[src/rtl/hdlc_rx_pkg.sv]
package hdlc_rx_pkg;

  typedef enum logic [1:0] {
    ST_ZERO = 2'd0,  // waiting for any 0 bit
    ST_HUNT = 2'd1,  // looking for a flag
    ST_OPEN = 2'd2,  // flag seen, no byte yet
    ST_BODY = 2'd3   // frame in progress
  } rxState_t;

  typedef enum logic [1:0] {
    ERR_ABORT = 2'd0,
    ERR_ALIGN = 2'd1,
    ERR_LONG  = 2'd2,
    ERR_FCS   = 2'd3
  } rxErr_t;

  // strobes from control to datapath, valid for one cycle
  typedef struct packed {
    logic   onesInc;
    logic   onesClr;
    logic   shiftBit;
    logic   cntClr;
    logic   valClr;
    logic   crcStart;
    logic   crcStep;
    logic   emitByte;
    logic   emitStart;
    logic   endGood;
    logic   endBad;
    rxErr_t errCode;
  } rxCtl_t;

endpackage

[src/rtl/hdlc_rx_ctrl.sv]
module hdlc_rx_ctrl
  import hdlc_rx_pkg::*;
#(
  parameter int MAX_BYTES = 64,
  parameter int BIT_W     = 10
) (
  input  logic             clk,
  input  logic             rstN,
  input  logic             bitValid,
  input  logic             rxBit,
  input  logic             ffEvent,
  input  logic [2:0]       ones,
  input  logic [BIT_W-1:0] bitCnt,
  input  logic             crcOk,
  output rxCtl_t           ctl
);

  localparam logic [BIT_W:0] FULL_BITS = (BIT_W+1)'(MAX_BYTES * 8);

  rxState_t state, nxt;
  logic     completes, tooLong, sevenOnes;

  always_comb begin
    ctl       = '0;
    nxt       = state;
    completes = (bitCnt[2:0] == 3'd7);
    tooLong   = ({1'b0, bitCnt} + (BIT_W+1)'(1)) >= FULL_BITS;
    sevenOnes = rxBit && (ones >= 3'd6);
    if (ffEvent) begin
      ctl.onesClr = 1'b1;
      ctl.cntClr  = 1'b1;
      nxt         = ST_ZERO;
      if (state == ST_BODY) begin
        ctl.endBad  = 1'b1;
        ctl.errCode = ERR_ABORT;
      end
    end else if (bitValid) begin
      if (rxBit) ctl.onesInc = 1'b1;
      else       ctl.onesClr = 1'b1;
      case (state)
        ST_ZERO: if (!rxBit) nxt = ST_HUNT;
        ST_HUNT: begin
          if (sevenOnes) nxt = ST_ZERO;
          else if (!rxBit && ones == 3'd6) begin
            ctl.cntClr = 1'b1;
            ctl.valClr = 1'b1;
            nxt        = ST_OPEN;
          end
        end
        default: begin
          if (sevenOnes) begin
            nxt = ST_ZERO;
            if (state == ST_BODY) begin
              ctl.cntClr  = 1'b1;
              ctl.endBad  = 1'b1;
              ctl.errCode = ERR_ABORT;
            end
          end else if (!rxBit && ones == 3'd6) begin
            ctl.cntClr = 1'b1;
            ctl.valClr = 1'b1;
            if (state == ST_BODY) begin
              if (!completes) begin
                ctl.endBad  = 1'b1;
                ctl.errCode = ERR_ALIGN;
                nxt         = ST_HUNT;
              end else begin
                ctl.endGood = crcOk;
                ctl.endBad  = !crcOk;
                ctl.errCode = ERR_FCS;
                nxt         = ST_OPEN;
              end
            end
          end else if (!rxBit && ones == 3'd5) begin
            // stuffed zero: dropped
          end else begin
            ctl.shiftBit = 1'b1;
            if (completes) begin
              if (state == ST_OPEN) begin
                ctl.crcStart  = 1'b1;
                ctl.emitByte  = 1'b1;
                ctl.emitStart = 1'b1;
                nxt           = ST_BODY;
              end else if (tooLong) begin
                ctl.endBad  = 1'b1;
                ctl.errCode = ERR_LONG;
                ctl.valClr  = 1'b1;
                nxt         = ST_HUNT;
              end else begin
                ctl.crcStep  = 1'b1;
                ctl.emitByte = 1'b1;
              end
            end
          end
        end
      endcase
    end
  end

  always_ff @(posedge clk) begin
    if (!rstN) state <= ST_ZERO;
    else       state <= nxt;
  end

endmodule

[src/rtl/hdlc_rx_dp.sv]
module hdlc_rx_dp
  import hdlc_rx_pkg::*;
#(
  parameter int BIT_W = 10,
  parameter int LEN_W = 7,
  parameter int ERR_W = 8
) (
  input  logic             clk,
  input  logic             rstN,
  input  logic             octValid,
  input  logic [7:0]       octData,
  input  rxCtl_t           ctl,
  output logic             bitValid,
  output logic             rxBit,
  output logic             ffEvent,
  output logic [2:0]       ones,
  output logic [BIT_W-1:0] bitCnt,
  output logic             crcOk,
  output logic             byteValid,
  output logic [7:0]       byteOut,
  output logic             byteFirst,
  output logic             frameGood,
  output logic             frameBad,
  output logic [1:0]       errCode,
  output logic [LEN_W-1:0] frameLen,
  output logic [ERR_W-1:0] errCount
);

  localparam logic [15:0] CRC_POLY = 16'h8408;
  localparam logic [15:0] CRC_GOOD = 16'hF0B8;

  function automatic logic [15:0] crcNext(input logic [15:0] c, input logic [7:0] d);
    logic [15:0] r;
    logic        fb;
    r = c;
    for (int i = 0; i < 8; i++) begin
      fb = r[0] ^ d[i];
      r  = r >> 1;
      if (fb) r = r ^ CRC_POLY;
    end
    return r;
  endfunction

  logic [7:0]       feedSh;
  logic [3:0]       feedLeft;
  logic             ffPend;
  logic [7:0]       rVal;
  logic [15:0]      crc;
  logic [7:0]       newByte;
  logic [BIT_W-1:0] byteTotal;
  logic             ffIn;

  assign ffIn      = octValid && (octData == 8'hFF);
  assign bitValid  = (feedLeft != 4'd0);
  assign rxBit     = feedSh[0];
  assign ffEvent   = ffPend && !bitValid;
  assign newByte   = {rxBit, rVal[7:1]};
  assign crcOk     = (crc == CRC_GOOD);
  assign byteTotal = (bitCnt + BIT_W'(1)) >> 3;

  // octet serialiser
  always_ff @(posedge clk) begin
    if (!rstN) begin
      feedSh   <= '0;
      feedLeft <= '0;
      ffPend   <= 1'b0;
    end else begin
      if (octValid && !ffIn) begin
        feedSh   <= octData;
        feedLeft <= 4'd8;
      end else if (bitValid) begin
        feedSh   <= feedSh >> 1;
        feedLeft <= feedLeft - 4'd1;
      end
      if (ffIn)         ffPend <= 1'b1;
      else if (ffEvent) ffPend <= 1'b0;
    end
  end

  // bit accumulation and CRC
  always_ff @(posedge clk) begin
    if (!rstN) begin
      ones   <= '0;
      bitCnt <= '0;
      rVal   <= '0;
      crc    <= 16'hFFFF;
    end else begin
      if (ctl.onesClr)                ones <= '0;
      else if (ctl.onesInc && ones != 3'd7) ones <= ones + 3'd1;
      if (ctl.cntClr)        bitCnt <= '0;
      else if (ctl.shiftBit) bitCnt <= bitCnt + BIT_W'(1);
      if (ctl.valClr)        rVal <= '0;
      else if (ctl.shiftBit) rVal <= newByte;
      if (ctl.crcStart)      crc <= crcNext(16'hFFFF, newByte);
      else if (ctl.crcStep)  crc <= crcNext(crc, newByte);
    end
  end

  // registered outputs
  always_ff @(posedge clk) begin
    if (!rstN) begin
      byteValid <= 1'b0;
      byteOut   <= '0;
      byteFirst <= 1'b0;
      frameGood <= 1'b0;
      frameBad  <= 1'b0;
      errCode   <= '0;
      frameLen  <= '0;
      errCount  <= '0;
    end else begin
      byteValid <= ctl.emitByte;
      byteFirst <= ctl.emitStart;
      frameGood <= ctl.endGood;
      frameBad  <= ctl.endBad;
      if (ctl.emitByte) byteOut <= newByte;
      if (ctl.endGood)  frameLen <= LEN_W'(byteTotal - BIT_W'(3));
      if (ctl.endBad) begin
        errCode  <= ctl.errCode;
        errCount <= errCount + ERR_W'(1);
      end
    end
  end

endmodule

[src/rtl/hdlc_rx.sv]
module hdlc_rx
  import hdlc_rx_pkg::*;
#(
  parameter int MAX_BYTES = 64,
  parameter int ERR_W     = 8
) (
  input  logic                           clk,
  input  logic                           rstN,
  input  logic                           octValid,
  input  logic [7:0]                     octData,
  output logic                           byteValid,
  output logic [7:0]                     byteOut,
  output logic                           byteFirst,
  output logic                           frameGood,
  output logic                           frameBad,
  output logic [1:0]                     errCode,
  output logic [$clog2(MAX_BYTES+1)-1:0] frameLen,
  output logic [ERR_W-1:0]               errCount
);

  localparam int BIT_W = $clog2(MAX_BYTES * 8 + 16);
  localparam int LEN_W = $clog2(MAX_BYTES + 1);

  rxCtl_t           ctl;
  logic             bitValid, rxBit, ffEvent, crcOk;
  logic [2:0]       ones;
  logic [BIT_W-1:0] bitCnt;

  hdlc_rx_ctrl #(.MAX_BYTES(MAX_BYTES), .BIT_W(BIT_W)) uCtl (
    .clk(clk), .rstN(rstN), .bitValid(bitValid), .rxBit(rxBit),
    .ffEvent(ffEvent), .ones(ones), .bitCnt(bitCnt), .crcOk(crcOk),
    .ctl(ctl)
  );

  hdlc_rx_dp #(.BIT_W(BIT_W), .LEN_W(LEN_W), .ERR_W(ERR_W)) uDp (
    .clk(clk), .rstN(rstN), .octValid(octValid), .octData(octData),
    .ctl(ctl), .bitValid(bitValid), .rxBit(rxBit), .ffEvent(ffEvent),
    .ones(ones), .bitCnt(bitCnt), .crcOk(crcOk),
    .byteValid(byteValid), .byteOut(byteOut), .byteFirst(byteFirst),
    .frameGood(frameGood), .frameBad(frameBad), .errCode(errCode),
    .frameLen(frameLen), .errCount(errCount)
  );

endmodule

[config.mk]
export PLATFORM = sky130hd
export DESIGN_NAME = hdlc_rx
export DESIGN_NICKNAME = d
export VERILOG_FILES = /design/src/rtl/hdlc_rx_pkg.sv /design/src/rtl/hdlc_rx_ctrl.sv /design/src/rtl/hdlc_rx_dp.sv /design/src/rtl/hdlc_rx.sv
export SDC_FILE = /design/constraint.sdc
export NUM_CORES = 1
export LEC_CHECK = 0
export BUFFER_PORTS_ARGS = -buffer_cell sky130_fd_sc_hd__buf_2
export CORE_MARGIN = 1
export CORE_UTILIZATION = 40
export DETAILED_ROUTE_END_ITERATION = 12
export GPL_ROUTABILITY_DRIVEN = 1
export GPL_TIMING_DRIVEN = 0
export SYNTH_ARGS = -nofsm -noshare
export SYNTH_HDL_FRONTEND = slang
export SYNTH_SLANG_ARGS = --single-unit
[constraint.sdc]
create_clock -name clk -period 2.9 [get_ports clk]
set_input_delay 0.435 -clock clk [delete_from_list [all_inputs] [get_ports clk]]
set_output_delay 0.435 -clock clk [all_outputs]
set_load 0.005 [all_outputs]
# Word-level counts from Yosys, hierarchy flattened
# Cells that the tools add are included.
# word_totals
register_bits,81
in_bits,11
out_inout_bits,29
word_cells,218
# classes
addsub,6
n_lt_le_gt_ge,2
n_eq_ne,13
muxes,121
bitwise,33
reduce_logical,26
# ops
op,count
$mux W16,53
$not A2 Y3,15
$mux W2,22
$mux W3,9
$mux W8,3
$mux W1,23
$eq A16 B16 Y1 const B,1
$mux W4,4
$xor A1 B1 Y1,15
$mux W13,1
$mux W6,2
$reduce_or A2 Y1,6
$add A10 B1 Y11 const B,1
$ge A11 B10 Y1 const B,1
$add A10 B1 Y10 const B,1
$mux W5,2
$eq A3 B3 Y1 const B,3
$reduce_or A9 Y1,1
$add A8 B1 Y8 const B,1
$eq A8 B8 Y1 const B,1
$pmux W2 S2,2
$reduce_bool A4 Y1,2
$logic_and A1 B1 Y1,7
$reduce_and A7 Y1,1
16 further kinds,24

# Depth between registers and ports, before layout
# logic_depth
depth_word,56
ltp_mapped,10
mapped_depth_nobuf,10

# Modules after synthesis
# From an unflattened synthesis, not the netlist that was laid out.
# hier_totals
hier_cells,538
area_unflattened_um2,4568.1
# by_module_without_submodules
mod,n_inst,cells_per_inst,area_per_inst_um2,seq_area_each_um2
hdlc_rx_dp,1,467,4055.1,1561.5
hdlc_rx_ctrl,1,71,513.0,40.0

# Worst setup path before layout
# OpenSTA, ideal clock, no wires.
# synth_timing
kind,register to register
from,reg uDp.bitCnt[0]
to,reg uDp.errCount[7]
setup_ns,0.070
arrival_time_ns,2.095
required_ns,2.830
slack_ns,0.735
path_stages_with_launch,8
period_less_slack_ns,2.165
path_cell_list,dfxtp_1 > ha_1 > ha_1 > and4_1 > and4_1 > a221oi_4 > or4_1 > a21oi_1
# synth_via
elab_chain_cells,11
# synth_lines
item,line,text
start: declaration,hdlc_rx_dp.sv:17,"output logic [BIT_W-1:0] bitCnt,"
start signal: assignment,hdlc_rx_dp.sv:91,else if (ctl.shiftBit) bitCnt <= bitCnt + BIT_W'(1);
$add A10 B1 Y11,hdlc_rx_ctrl.sv:27,"tooLong = ({1'b0, bitCnt} + (BIT_W+1)'(1)) >= FULL_BITS;"
$ge A11 B10 Y1,hdlc_rx_ctrl.sv:27,
$mux W3,hdlc_rx_ctrl.sv:83,end else if (tooLong) begin
$mux W3,hdlc_rx_ctrl.sv:78,if (state == ST_OPEN) begin
$mux W3,hdlc_rx_ctrl.sv:77,if (completes) begin
$mux W3,hdlc_rx_ctrl.sv:73,end else if (!rxBit && ones == 3'd5) begin
$mux W3 *,hdlc_rx_ctrl.sv:58,end else if (!rxBit && ones == 3'd6) begin
$mux W3 *,hdlc_rx_ctrl.sv:51,if (sevenOnes) begin
$mux W8 *,hdlc_rx_ctrl.sv:40,case (state)
$mux W13 *,hdlc_rx_ctrl.sv:37,end else if (bitValid) begin
$mux W3 *,hdlc_rx_ctrl.sv:29,if (ffEvent) begin
end signal: assignment,hdlc_rx_dp.sv:119,errCount <= errCount + ERR_W'(1);
end: declaration,hdlc_rx_dp.sv:26,output logic [ERR_W-1:0] errCount
# Every way passes the cells marked *; elsewhere a longest branch is shown, timed or not.
# A chain may end at the register's enable or synchronous reset.

# Worst setup path after layout
# Ends and elaborated chain as after synthesis.

==> out/results.tsv <==
metric	value	unit
status	completed	
post-cts-setup-buffers	0	
synth_top_cell_area_share	36.0	%
crit_slowest_cell	or4_1	
die-area	11500	um^2
numCtsBuffers	9	
synth-simple-area-share	24.5	%
drtPass1Iterations	5	
hold_path_startpoint	octValid	
max_freq	399	MHz
min_period	2.51	ns
h-tree-depth	3	
drt_iter0_drc	287	
grt_pass1_vias	3743	
syn-cell-area	4450	um^2
met3_usage	4.00	%
yosys_warnings	0	
ctsResizeCount	0	
layout-drive-gt1-share	13.9	%
grt_setup_unrepaired	no	
fin_area	5050	um^2
clockBufferDepth	2	
whs	0.330	ns
cp_max_fo	10	
grt_pass1_wl	18200	um
path_clk_slew	0.08	ns
wl	11000	um
grt_remaining_overflow	0	
period_share	86.4	%
instances_no_fill	751	
grt_usage	20.3	%
crit_start	uDp.bitCnt[0]	
post_dp_cell_area	4820	um^2
synth_adder_area_share	2.81	%
postSynthCellCount	556	
async_reset_ff_share	0	%
dp_hpwl	7990	um
diodes	0	
drt-vias-per-instance	5.41	
clockRootBuffer	clkbuf_8	
cts.sinks	80	
gr-max-usage-layer	met2	
hold_viol	0	
rows	38	
path_buf_inv	0	
synth_edf_count	0	
yosysSeqAreaShare	36.0	%
io_pins	40	
synth.area.top_cells	dfxtp_1 36%, nand2_1 7.3%, xnor2_1 6.9%	
synth_top_family_by_area	simple AND/OR/NAND/NOR gates	
cp.required	3.21	ns
area_delta_synth_final	13.5	%
synth_compound_area_share	18.8	%
ir_drop	258	uV
cts_tree	built	
p_leak	1.92	nW
critical_path.top_delay_family	simple AND/OR/NAND/NOR gates	
drc	0	
dp.cells	735	
start_util	41.0	%
met1_usage	27.3	%
syn_nets	577	
io_buffers	39	
max_stage_delay	0.50	ns
dr_total_vias	4060	
setup_tns	0	ns
drv_slew	0	
worst_ep_arrival_time	2.82	ns
antenna_found_initial	0	
synth_cell_types	66	
num-nets-final	627	
timing.rr.start	uDp.bitCnt[0]	
hold_buffers	0	
maxCapViolations	0	
wl_per_cell	14.6	um
worst_pin_slew	0.812	ns
synthMuxAreaShare	2.11	%
worstSetupPathType	reg -> reg	
synth_top_area_cell	dfxtp_1	
antenna_left	0	
finalSetupViolCount	0	
grt_max_degree	14	
synthXorXnorAreaFrac	11.2	%
p_total	2.41	mW
finalClockSkew	0.00937	ns
clk-insertion-delay-late	0.38	ns
die_x	107	um
syn_area_per_cell	8.00	um^2
cp-start-kind	register	
hp-class	in -> reg	
ys_seq_elements	80	
core_area	10800	um^2
ys.flop_type	dfxtp_1	
cp_cell_sequence	ha_1, ha_1, and4_1, and4_1, a221oi_4, or4_1, a21oi_1	
relSlewSlack	45.5	%
place.gp.congestion	0.906	
die_height	107	um
p_per_area	478	nW/um^2
fillerInstances	1140	
use_met2	31.6	%
endpoint_kind	register	
-- sequential cells by signal, indices dropped and copies added (netlist names) --
name,cells
uDp.frameLen,7
uDp.byteValid,1
uDp.frameGood,1
uDp.crc,16
uCtl.state,2
uDp.bitCnt,10
uDp.ones,3
uDp.frameBad,1
uDp.byteOut,8
uDp.ffPend,1
uDp.feedSh,8
uDp.byteFirst,1
uDp.feedLeft,4
uDp.errCode,2
uDp.errCount,8
uDp.rVal,7
-- synthesized netlist by cell type, types with 3 or more instances --
| cell type | count |
|---|---|
| a22oi_1 | 4 |
| nand3b_1 | 4 |
| xnor2_1 | 35 |
| or3_1 | 6 |
| nand2_1 | 87 |
| ha_1 | 10 |
| and4_1 | 3 |
| o21ai_0 | 31 |
| nor2_1 | 61 |
| nand2b_1 | 4 |
| nor3_1 | 7 |
| o31ai_1 | 5 |
| nor4_1 | 5 |
| a31oi_1 | 4 |
| nand4b_1 | 3 |
| a311oi_1 | 8 |
| dfxtp_1 | 80 |
| o21a_1 | 3 |
| mux2i_1 | 6 |
| mux2_2 | 3 |
| a21oi_1 | 40 |
| xor2_1 | 22 |
| o211ai_1 | 5 |
| and3_1 | 7 |
| buf_2 | 15 |
| clkbuf_1 | 19 |
| nand3_1 | 12 |
| inv_1 | 10 |
| nand4_1 | 9 |
-- power by group --
part	switching (mW)	internal [mW]
clock network	0.425	0.534
registers	0.0236	1.12
logic	0.204	0.102
-- worst register-to-register path, stage by stage (launching register included) --
cell	delay (ns)
dfxtp_1	0.46
ha_1	0.31
ha_1	0.34
and4_1	0.27
and4_1	0.29
a221oi_4	0.13
or4_1	0.50
a21oi_1	0.14
-- cells by family (layout without fill, tap and decap cells) --
kind of cell | Yosys count | count (layout)
simple gates | 226 | 226
compound gates | 126 | 126
flops | 80 | 80
xor+xnor | 57 | 57
buf+inv | 48 | 103
fa+ha+maj | 10 | 10
mux | 9 | 9
-- path summary, 6_finish.rpt --
kind                     endpoint  slack, ns  depth (start not counted)
setup / recovery  uDp.errCount[7]       0.39                          7
hold / removal         uDp.ffPend       0.33                          3
setup reg to reg  uDp.errCount[7]       0.39                          7
hold reg to reg    uDp.byteOut[0]       0.45                          2
-- metrics by stage --
step / setup WS, ns / util (%)
after detailed placement: 0.406 / 44.4
after floorplan: 0.735 / -
after global routing: 0.223 / 46.6
after global placement: 0.474 / 44.4
final: 0.394 / 46.6
after CTS: 0.397 / 46.6
-- per-layer routing --
metal | part of all wire [%] | up-vias
met2 | 43 | 106
met3 | 4.7 | 17
met4 | 1.9 | 0
met1 | 50 | 1891
met5 | 0 | -
li1 | - | 2046
-- cells in the final DEF, fill, tap and decap left out, drive strengths merged, types with 4 or more instances in the layout --
cell type,instances
xnor2,35
nand3b,4
ha,10
nor3,8
nand4,9
xor2,22
o31ai,7
a22oi,4
and3,7
nor2,61
a311oi,8
nand2,88
a21oi,41
nor4,5
inv,11
or3,6
clkbuf,31
buf,57
a31oi,4
mux2i,6
dfxtp,80
o21ai,33
nand2b,4
o211ai,5
nand3,13
-- area by class of cell --
type	instances	area (um^2)	area share [%]
buffer	37	161	3.20
inverter	11	41.3	0.818
clock inverter	4	76.3	1.51
clock buffer	12	155	3.07
multi-input combinational	428	2640	52.3
sequential	80	1600	31.7
tap	140	175	3.47
timing repair buffer	39	195	3.87
Power figures use the tool's default switching activity.
